===== src/rtl/seg7_pkg.sv =====
// Shared constants and types for the BCD seven-segment decoder.
// Assumes a four-bit code and seven segments. The per-segment minterm
// masks are indexed by the input code, bit k = lit for code k.
package seg7_pkg;

    localparam int CODE_W    = 4;
    localparam int NUM_SEG   = 7;
    localparam int NUM_CODES = 1 << CODE_W;
    localparam int MAX_DIGIT = 9;

    typedef logic [CODE_W-1:0]    code_t;
    typedef logic [NUM_SEG-1:0]   seg_t;
    typedef logic [NUM_CODES-1:0] minterm_mask_t;

    // Segment order: top, upper-left, upper-right, middle, lower-left,
    // lower-right, bottom. Bits 10..15 of every mask stay zero.
    localparam minterm_mask_t SEG_MINTERMS [NUM_SEG] = '{
        16'h03AD,   // top bar:     0 2 3 5 7 8 9
        16'h0371,   // upper-left:  0 4 5 6 8 9
        16'h039F,   // upper-right: 0 1 2 3 4 7 8 9
        16'h037C,   // middle bar:  2 3 4 5 6 8 9
        16'h0145,   // lower-left:  0 2 6 8
        16'h03FB,   // lower-right: all but 2
        16'h016D    // bottom bar:  0 2 3 5 6 8
    };

endpackage


===== src/rtl/seg7_code_check.sv =====
// Flags whether a code is a legal decimal digit (0..MAX_DIGIT).
// Assumes unsigned input. Purely combinational.
module seg7_code_check
    import seg7_pkg::*;
(
    input  code_t code_i,
    output logic  valid_o
);

    // Range compare against the largest decimal digit.
    always_comb begin
        valid_o = (code_i <= CODE_W'(MAX_DIGIT));
    end

endmodule


===== src/rtl/seg7_minterm_rom.sv =====
// Builds each segment line as one bit of its minterm mask, picked by the code.
// Assumes the masks in seg7_pkg. Codes above 9 are not filtered here.
module seg7_minterm_rom
    import seg7_pkg::*;
(
    input  code_t code_i,
    output seg_t  glyph_o
);

    // One lookup per segment, repeated across the segment count.
    for (genvar g = 0; g < NUM_SEG; g++) begin : g_seg
        assign glyph_o[g] = SEG_MINTERMS[g][code_i];
    end

endmodule


===== src/rtl/seg7_out_stage.sv =====
// Gates the glyph with the show condition and optionally registers it.
// Assumes a synchronous active-low reset. Clock and reset are unused
// when REG_OUT is 0.
module seg7_out_stage
    import seg7_pkg::*;
#(
    parameter bit REG_OUT = 1'b1
) (
    input  logic clk,
    input  logic rst_n,
    input  logic show_i,
    input  seg_t glyph_i,
    output seg_t seg_o
);

    seg_t gated;

    // Force every segment dark unless the display is allowed to show.
    always_comb begin
        gated = show_i ? glyph_i : '0;
    end

    if (REG_OUT) begin : g_reg
        seg_t seg_q;

        // Output register with synchronous clear.
        always_ff @(posedge clk) begin
            if (!rst_n) seg_q <= '0;
            else        seg_q <= gated;
        end

        assign seg_o = seg_q;
    end else begin : g_comb
        logic unused_clk_rst;
        assign unused_clk_rst = &{1'b0, clk, rst_n};
        assign seg_o          = gated;
    end

endmodule


===== src/rtl/seg7_bcd_decoder.sv =====
// BCD to seven-segment decoder with enable and blanking of codes 10..15.
// Assumes active-high segments and the block's own segment order.
// REG_OUT selects a registered (1) or combinational (0) output.
module seg7_bcd_decoder
    import seg7_pkg::*;
#(
    parameter bit REG_OUT = 1'b1
) (
    input  logic       clk,
    input  logic       rst_n,
    input  logic       en,
    input  logic [3:0] digit,
    output logic [6:0] seg
);

    logic code_ok;
    logic show;
    seg_t glyph;

    seg7_code_check u_check (
        .code_i  (digit),
        .valid_o (code_ok)
    );

    seg7_minterm_rom u_rom (
        .code_i  (digit),
        .glyph_o (glyph)
    );

    // The display shows only a legal digit while enabled.
    always_comb begin
        show = en & code_ok;
    end

    seg7_out_stage #(.REG_OUT(REG_OUT)) u_out (
        .clk     (clk),
        .rst_n   (rst_n),
        .show_i  (show),
        .glyph_i (glyph),
        .seg_o   (seg)
    );

    if (REG_OUT) begin : g_chk_reg
        AST_DARK_WHEN_DISABLED: assert property (@(posedge clk) disable iff (!rst_n)
            !en |=> (seg == 7'd0));
        AST_BLANK_ILLEGAL_CODE: assert property (@(posedge clk) disable iff (!rst_n)
            (en && digit > 4'd9) |=> (seg == 7'd0));
        AST_LEGAL_DIGIT_LIT: assert property (@(posedge clk) disable iff (!rst_n)
            (en && digit <= 4'd9) |=> (seg != 7'd0));
        AST_RESET_CLEARS: assert property (@(posedge clk)
            !rst_n |=> (seg == 7'd0));
    end else begin : g_chk_comb
        AST_DARK_WHEN_DISABLED: assert property (@(posedge clk) disable iff (!rst_n)
            !en |-> (seg == 7'd0));
        AST_BLANK_ILLEGAL_CODE: assert property (@(posedge clk) disable iff (!rst_n)
            (en && digit > 4'd9) |-> (seg == 7'd0));
        AST_LEGAL_DIGIT_LIT: assert property (@(posedge clk) disable iff (!rst_n)
            (en && digit <= 4'd9) |-> (seg != 7'd0));
        AST_NO_LATENCY: assert property (@(posedge clk) disable iff (!rst_n)
            (en && digit == 4'd8) |-> (seg == 7'h7F));
    end

endmodule


===== config.mk =====
export PLATFORM = sky130hd
export DESIGN_NAME = seg7_bcd_decoder
export DESIGN_NICKNAME = d
export VERILOG_FILES = /design/src/rtl/seg7_pkg.sv /design/src/rtl/seg7_code_check.sv /design/src/rtl/seg7_minterm_rom.sv /design/src/rtl/seg7_out_stage.sv /design/src/rtl/seg7_bcd_decoder.sv
export SDC_FILE = /design/constraint.sdc
export NUM_CORES = 1
export LEC_CHECK = 0
export BUFFER_PORTS_ARGS = -buffer_cell sky130_fd_sc_hd__buf_2
export CAP_MARGIN = 20
export CORE_UTILIZATION = 30
export CTS_BUF_LIST = sky130_fd_sc_hd__clkbuf_16
export DETAILED_ROUTE_END_ITERATION = 16
export GPL_TIMING_DRIVEN = 1
export HOLD_SLACK_MARGIN = 0.1
export MAX_ROUTING_LAYER = met4
export PLACE_DENSITY = 0.52
export SLEW_MARGIN = 20
export SYNTH_ARGS = -nofsm -noshare
export SYNTH_HDL_FRONTEND = slang
export SYNTH_SLANG_ARGS = --single-unit

===== constraint.sdc =====
create_clock -name clk -period 2.2 [get_ports clk]
set_input_delay 0.11 -clock clk [delete_from_list [all_inputs] [get_ports clk]]
set_output_delay 0.11 -clock clk [all_outputs]
set_load 0.01 [all_outputs]

# Yosys cells after proc, flatten, opt, wreduce, memory -nomap -nowiden
# Memories as Yosys holds them, arrays and structs flattened. A register that Yosys moved wholly into a read port is not among the register bits.
# Index checks and enable logic that the tools add are counted.
[totals]
ff_bits = 0
latch_bits = 0
ramBits = 0
mem_bits_ro = 112
inputBits = 7
memories = 7
[op_classes]
n_addsub = 0
multipliers = 0
div_mod_pow = 0
n_lt_le_gt_ge = 1
eq_ne = 0
shift = 0
n_mux = 0
n_bitwise = 1
n_reduce_logical = 8
[memory_table]
columns = ["name", "depth", "word_bits", "read_ports", "rd_ports_with_merged_regs", "wr", "line_no", "source"]
rows = [
  ["(name not given)", 16, 1, 1, 1, 0, "seg7_minterm_rom.sv:12", "assign glyph_o[g] = SEG_MINTERMS[g][code_i];"],
  ["(name not given)", 16, 1, 1, 1, 0, "seg7_minterm_rom.sv:12", ""],
  ["(name not given)", 16, 1, 1, 1, 0, "seg7_minterm_rom.sv:12", ""],
  ["(name not given)", 16, 1, 1, 1, 0, "seg7_minterm_rom.sv:12", ""],
  ["(name not given)", 16, 1, 1, 1, 0, "seg7_minterm_rom.sv:12", ""],
  ["(name not given)", 16, 1, 1, 1, 0, "seg7_minterm_rom.sv:12", ""],
  ["+1 memories", "-", "-", "-", "-", "-", "-", ""],
]
[ops]
columns = ["operator", "n"]
rows = [
  ["zero test 1 bit", 7],
  ["<= comparator 4 bit (second input constant)", 1],
  ["AND reduction 2 bit", 1],
  ["bitwise AND 1 bit", 1],
]

# Logic depth before layout (Yosys ltp)
[depth]
depth_word = 4
ltp_mapped = 5
depth_no_buf = 5

# Hierarchy
# From an unflattened synthesis, not the netlist that was laid out.
[unflattened]
cells_unflattened = 48
area_unflattened_um2 = 409.1
[modules_own_cells]
columns = ["module", "n_inst", "cells_each", "area_each_um2"]
rows = [
  ["seg7_minterm_rom", 1, 32, 214.0],
  ["seg7_out_stage", 1, 14, 183.9],
  ["seg7_bcd_decoder", 1, 1, 6.3],
  ["seg7_code_check", 1, 1, 5.0],
]

# Least setup slack after synthesis
# OpenSTA, ideal clock, no wires.
[synth_timing]
kind = "in2reg"
startpoint = "input digit[0]"
endpoint = "register u_out.g_reg.seg_q[6], in the netlist u_out.seg_o[6]"
setup_time_ns = 0.125
t_arrival_ns = 0.787
required_ns = 2.075
path_slack_ns = 1.288
cell_stages = 5
n_path_buf = 0
cell_sequence = "inv_1 ha_1 and2_1 nor3_1 a211oi_2"
[synth_between]
elab_chain_len = 4
[synth_rtl]
columns = ["item", "line_no", "source"]
rows = [
  ["from (decl)", "seg7_bcd_decoder.sv:12", "input logic [3:0] digit,"],
  ["<= comparator 4 bit", "seg7_code_check.sv:12", "valid_o = (code_i <= CODE_W'(MAX_DIGIT));"],
  ["bitwise AND 1 bit", "seg7_bcd_decoder.sv:32", "show = en & code_ok;"],
  ["AND reduction 2 bit (no line)", "-", ""],
  ["zero test 1 bit (no line)", "-", ""],
  ["to (decl)", "seg7_out_stage.sv:24", "seg_t seg_q;"],
]
# Several ways; a longest one is shown, not always the timed one.

# Final worst setup path
[layout_timing]
startpoint = "input digit[1]"
endpoint = "register u_out.g_reg.seg_q[0], in the netlist u_out.seg_o[0]"
# Same word-level chain as after synthesis.

==> summary.json <==
{
  "timing.hold.worst.class": "input port to flop",
  "timing_max_transition_violations_final": 0,
  "die-height_microns": 39.4,
  "post_synth_fa_ha_maj_area_fraction_pct": 14.9,
  "hold_buffers": 0,
  "startpoint_type": "input port",
  "synth_area_in_compound_gates_pct": 23.9,
  "worstSetupPathType": "input port to flop",
  "detailed_place_hpwl_microns": 565,
  "htree_levels": 1,
  "layoutNonFillerInstCount": 75,
  "core_region_area_sq_mm": 0.00130,
  "finalSetupTns_ps": 0,
  "grt_pass1_vias": 339,
  "drv_cap": 0,
  "comb_power_share_pct": 10.6,
  "via_count": 347,
  "synth_top_cells_by_area": "dfxtp_1 (33%), ha_1 (15%), nand2b_1 (6.0%)",
  "critical_path_maximum_fanout": 8,
  "yosys.area.top_type_share_pct": 33.4,
  "synth_area_sq_um": 419,
  "syn_inst": 45,
  "synth.net_count": 57,
  "tritoncts.num_buffers": 3,
  "cts_setup_buffers": 0,
  "drive_above_1_share_pct": 33.3,
  "timing.fmax_mhz": 1080,
  "cts.sink_count": 7,
  "yosys_register_bits": 7,
  "i_o_pin_count": 14,
  "count_of_flip_flops_with_a_built_in_enable_after_synthesis": 0,
  "fp-row-count": 13,
  "synth-seq-area-share_pct": 33.4,
  "dpl.cell_count": 71,
  "commonest_register_cell_after_synthesis": "dfxtp_1",
  "total_leakage_power_nw": 0.275,
  "drtAntennaViolNets": 0,
  "switching_power_mw": 0.0974,
  "cp-end-kind": "flop",
  "post_synth_num_cell_types": 22,
  "globalRouteTotalUtil_pct": 14.4,
  "grt_pass1_wl_microns": 1350,
  "wl_per_cell_microns": 10.2,
  "power.share.switching_pct": 20.0,
  "portBuffers": 13,
  "drtPass1Iterations": 9,
  "syn_area_per_cell_sq_um": 9.31,
  "synthXorXnorAreaFrac_pct": 0,
  "failed_checks": "design-rule violations",
  "post_synth_and_or_nand_nor_area_fraction_pct": 22.1,
  "worst_slew_margin_rel_pct": 83.8,
  "hold_viol_final": 0,
  "vias_per_cell": 4.63,
  "synth.largest_area_cell": "dfxtp_1",
  "dominant_combinational_cell_family_by_area_after_synthesis": "compound AO/OA/AOI/OAI gates",
  "drc": 2,
  "rsz0062_at_grt": "no",
  "grt_overflow": 0,
  "insertedDiodeCount": 0,
  "nNetsFinal": 73,
  "most_frequent_standard_cell_in_the_layout_excluding_fill_and_tap_cells": "buf_2",
  "cp_data_arrival_time_ps": 1090,
  "largest_register_ff_count": 7,
  "worst-endpoint-required_ps": 2370,
  "drt-initial-drc-count": 6,
  "drt_wl_total_microns": 762,
  "ir_drop_mv": 0.344,
  "root_buffer": "clkbuf_16",
  "initial_core_util_pct": 32.2,
  "globalplace.congestion": 0.848,
  "cts-root-to-sink-buffers": 2,
  "synth_mux_area_share_pct": 0,
  "synth_async_sr_flop_share_pct": 0,
  "die_width_microns": 39.4,
  "final_min_period_over_clock_period_pct": 41.9,
  "cell_internal_pwr_mw": 0.391,
  "tritoncts_clock_tree": "yes",
  "clk_transition_reported_paths_ps": 40,
  "floorplan_die_area_sq_mm": 0.00155,
  "pwr-share-seq_pct": 27.3,
  "final-setup-viol-count": 0,
  "grt_max_degree": 16,
  "antenna_found_initial": 0,
  "count_of_instances_resized_after_the_clock_tree_is_built": 0,
  "worstMarginPinSlew_ps": 244,
  "layout-area-overhead-vs-synth_pct": 34.9,
  "post-route-min-period_ps": 922,
  "outcome": "finished with violations",
  "warnings_synthesis": 0,
  "final_cell_mix": "buf_2 (13), dfxtp_1 (7), ha_1 (5)",
  "clock_power_share_pct": 62.1,
  "power.density_cell_area_mw_per_mm2": 863
}
cell families after synthesis:
| group | count (synthesis) |
|---|---|
| AOI/OAI and AO/OA | 14 |
| adders and majority gates | 5 |
| and+or+nand+nor | 15 |
| buffers and inverters | 4 |
| DFF | 7 |
critical path, stage by stage:
cell	delay (ps)
buf_2	150
inv_1	90
ha_1	190
o21bai_1	100
a21oi_2	240
o311a_1	200
stage by stage:
step,utilization (%),hold WS (ps),power (mW),instance area [sq um],setup slack [ps]
after global routing,43.5,222,0.513,566,1150
after detailed placement,37.4,436,0.187,487,1040
after floorplan,-,303,0.171,419,1290
final,43.5,196,0.488,566,1280
after global placement,37.4,438,0.187,487,1070
after CTS,43.5,197,0.493,566,1280
layout make-up:
class	count	area [sq um]
Multi-Input combinational cell	34	255
Fill cell	146	736
Tap cell	15	18.8
Clock inverter	1	3.75
Clock buffer	3	75.1
Timing Repair Buffer	13	65.1
Sequential cell	7	140
Inverter	2	7.51
cell usage after synthesis, types with 2 or more instances:
master	number
dfxtp_1	7
nor2b_1	2
nor2_1	2
o21a_1	3
inv_1	2
o21bai_1	2
ha_1	5
a21oi_1	4
nand2b_1	4
and2_1	2
worst paths after layout:
kind | from | endpoint | slack (ps) | cells after the start
hold / removal | en | u_out.seg_o[6] | 200 | 3
setup / recovery | digit[1] | u_out.seg_o[0] | 1280 | 6
metal layers:
metal  vias to the layer above  GRT usage [%]  part of all wire [%]
met3                         2           5.11                   2.0
met2                         8           20.0                    44
li1                        187              -                     -
met5                         -              -                     0
met4                         0           12.9                   1.8
met1                       150           15.9                    52
power groups by stage:
stage	clock [mW]	sequential, mW	combinational (mW)
after floorplan	0	0.138	0.0326
after global placement	0	0.135	0.0519
after detailed placement	0	0.135	0.0516
after CTS	0.308	0.133	0.0522
after global routing	0.320	0.134	0.0589
final	0.303	0.133	0.0516
Note: power is estimated with default switching activity, not from simulation.
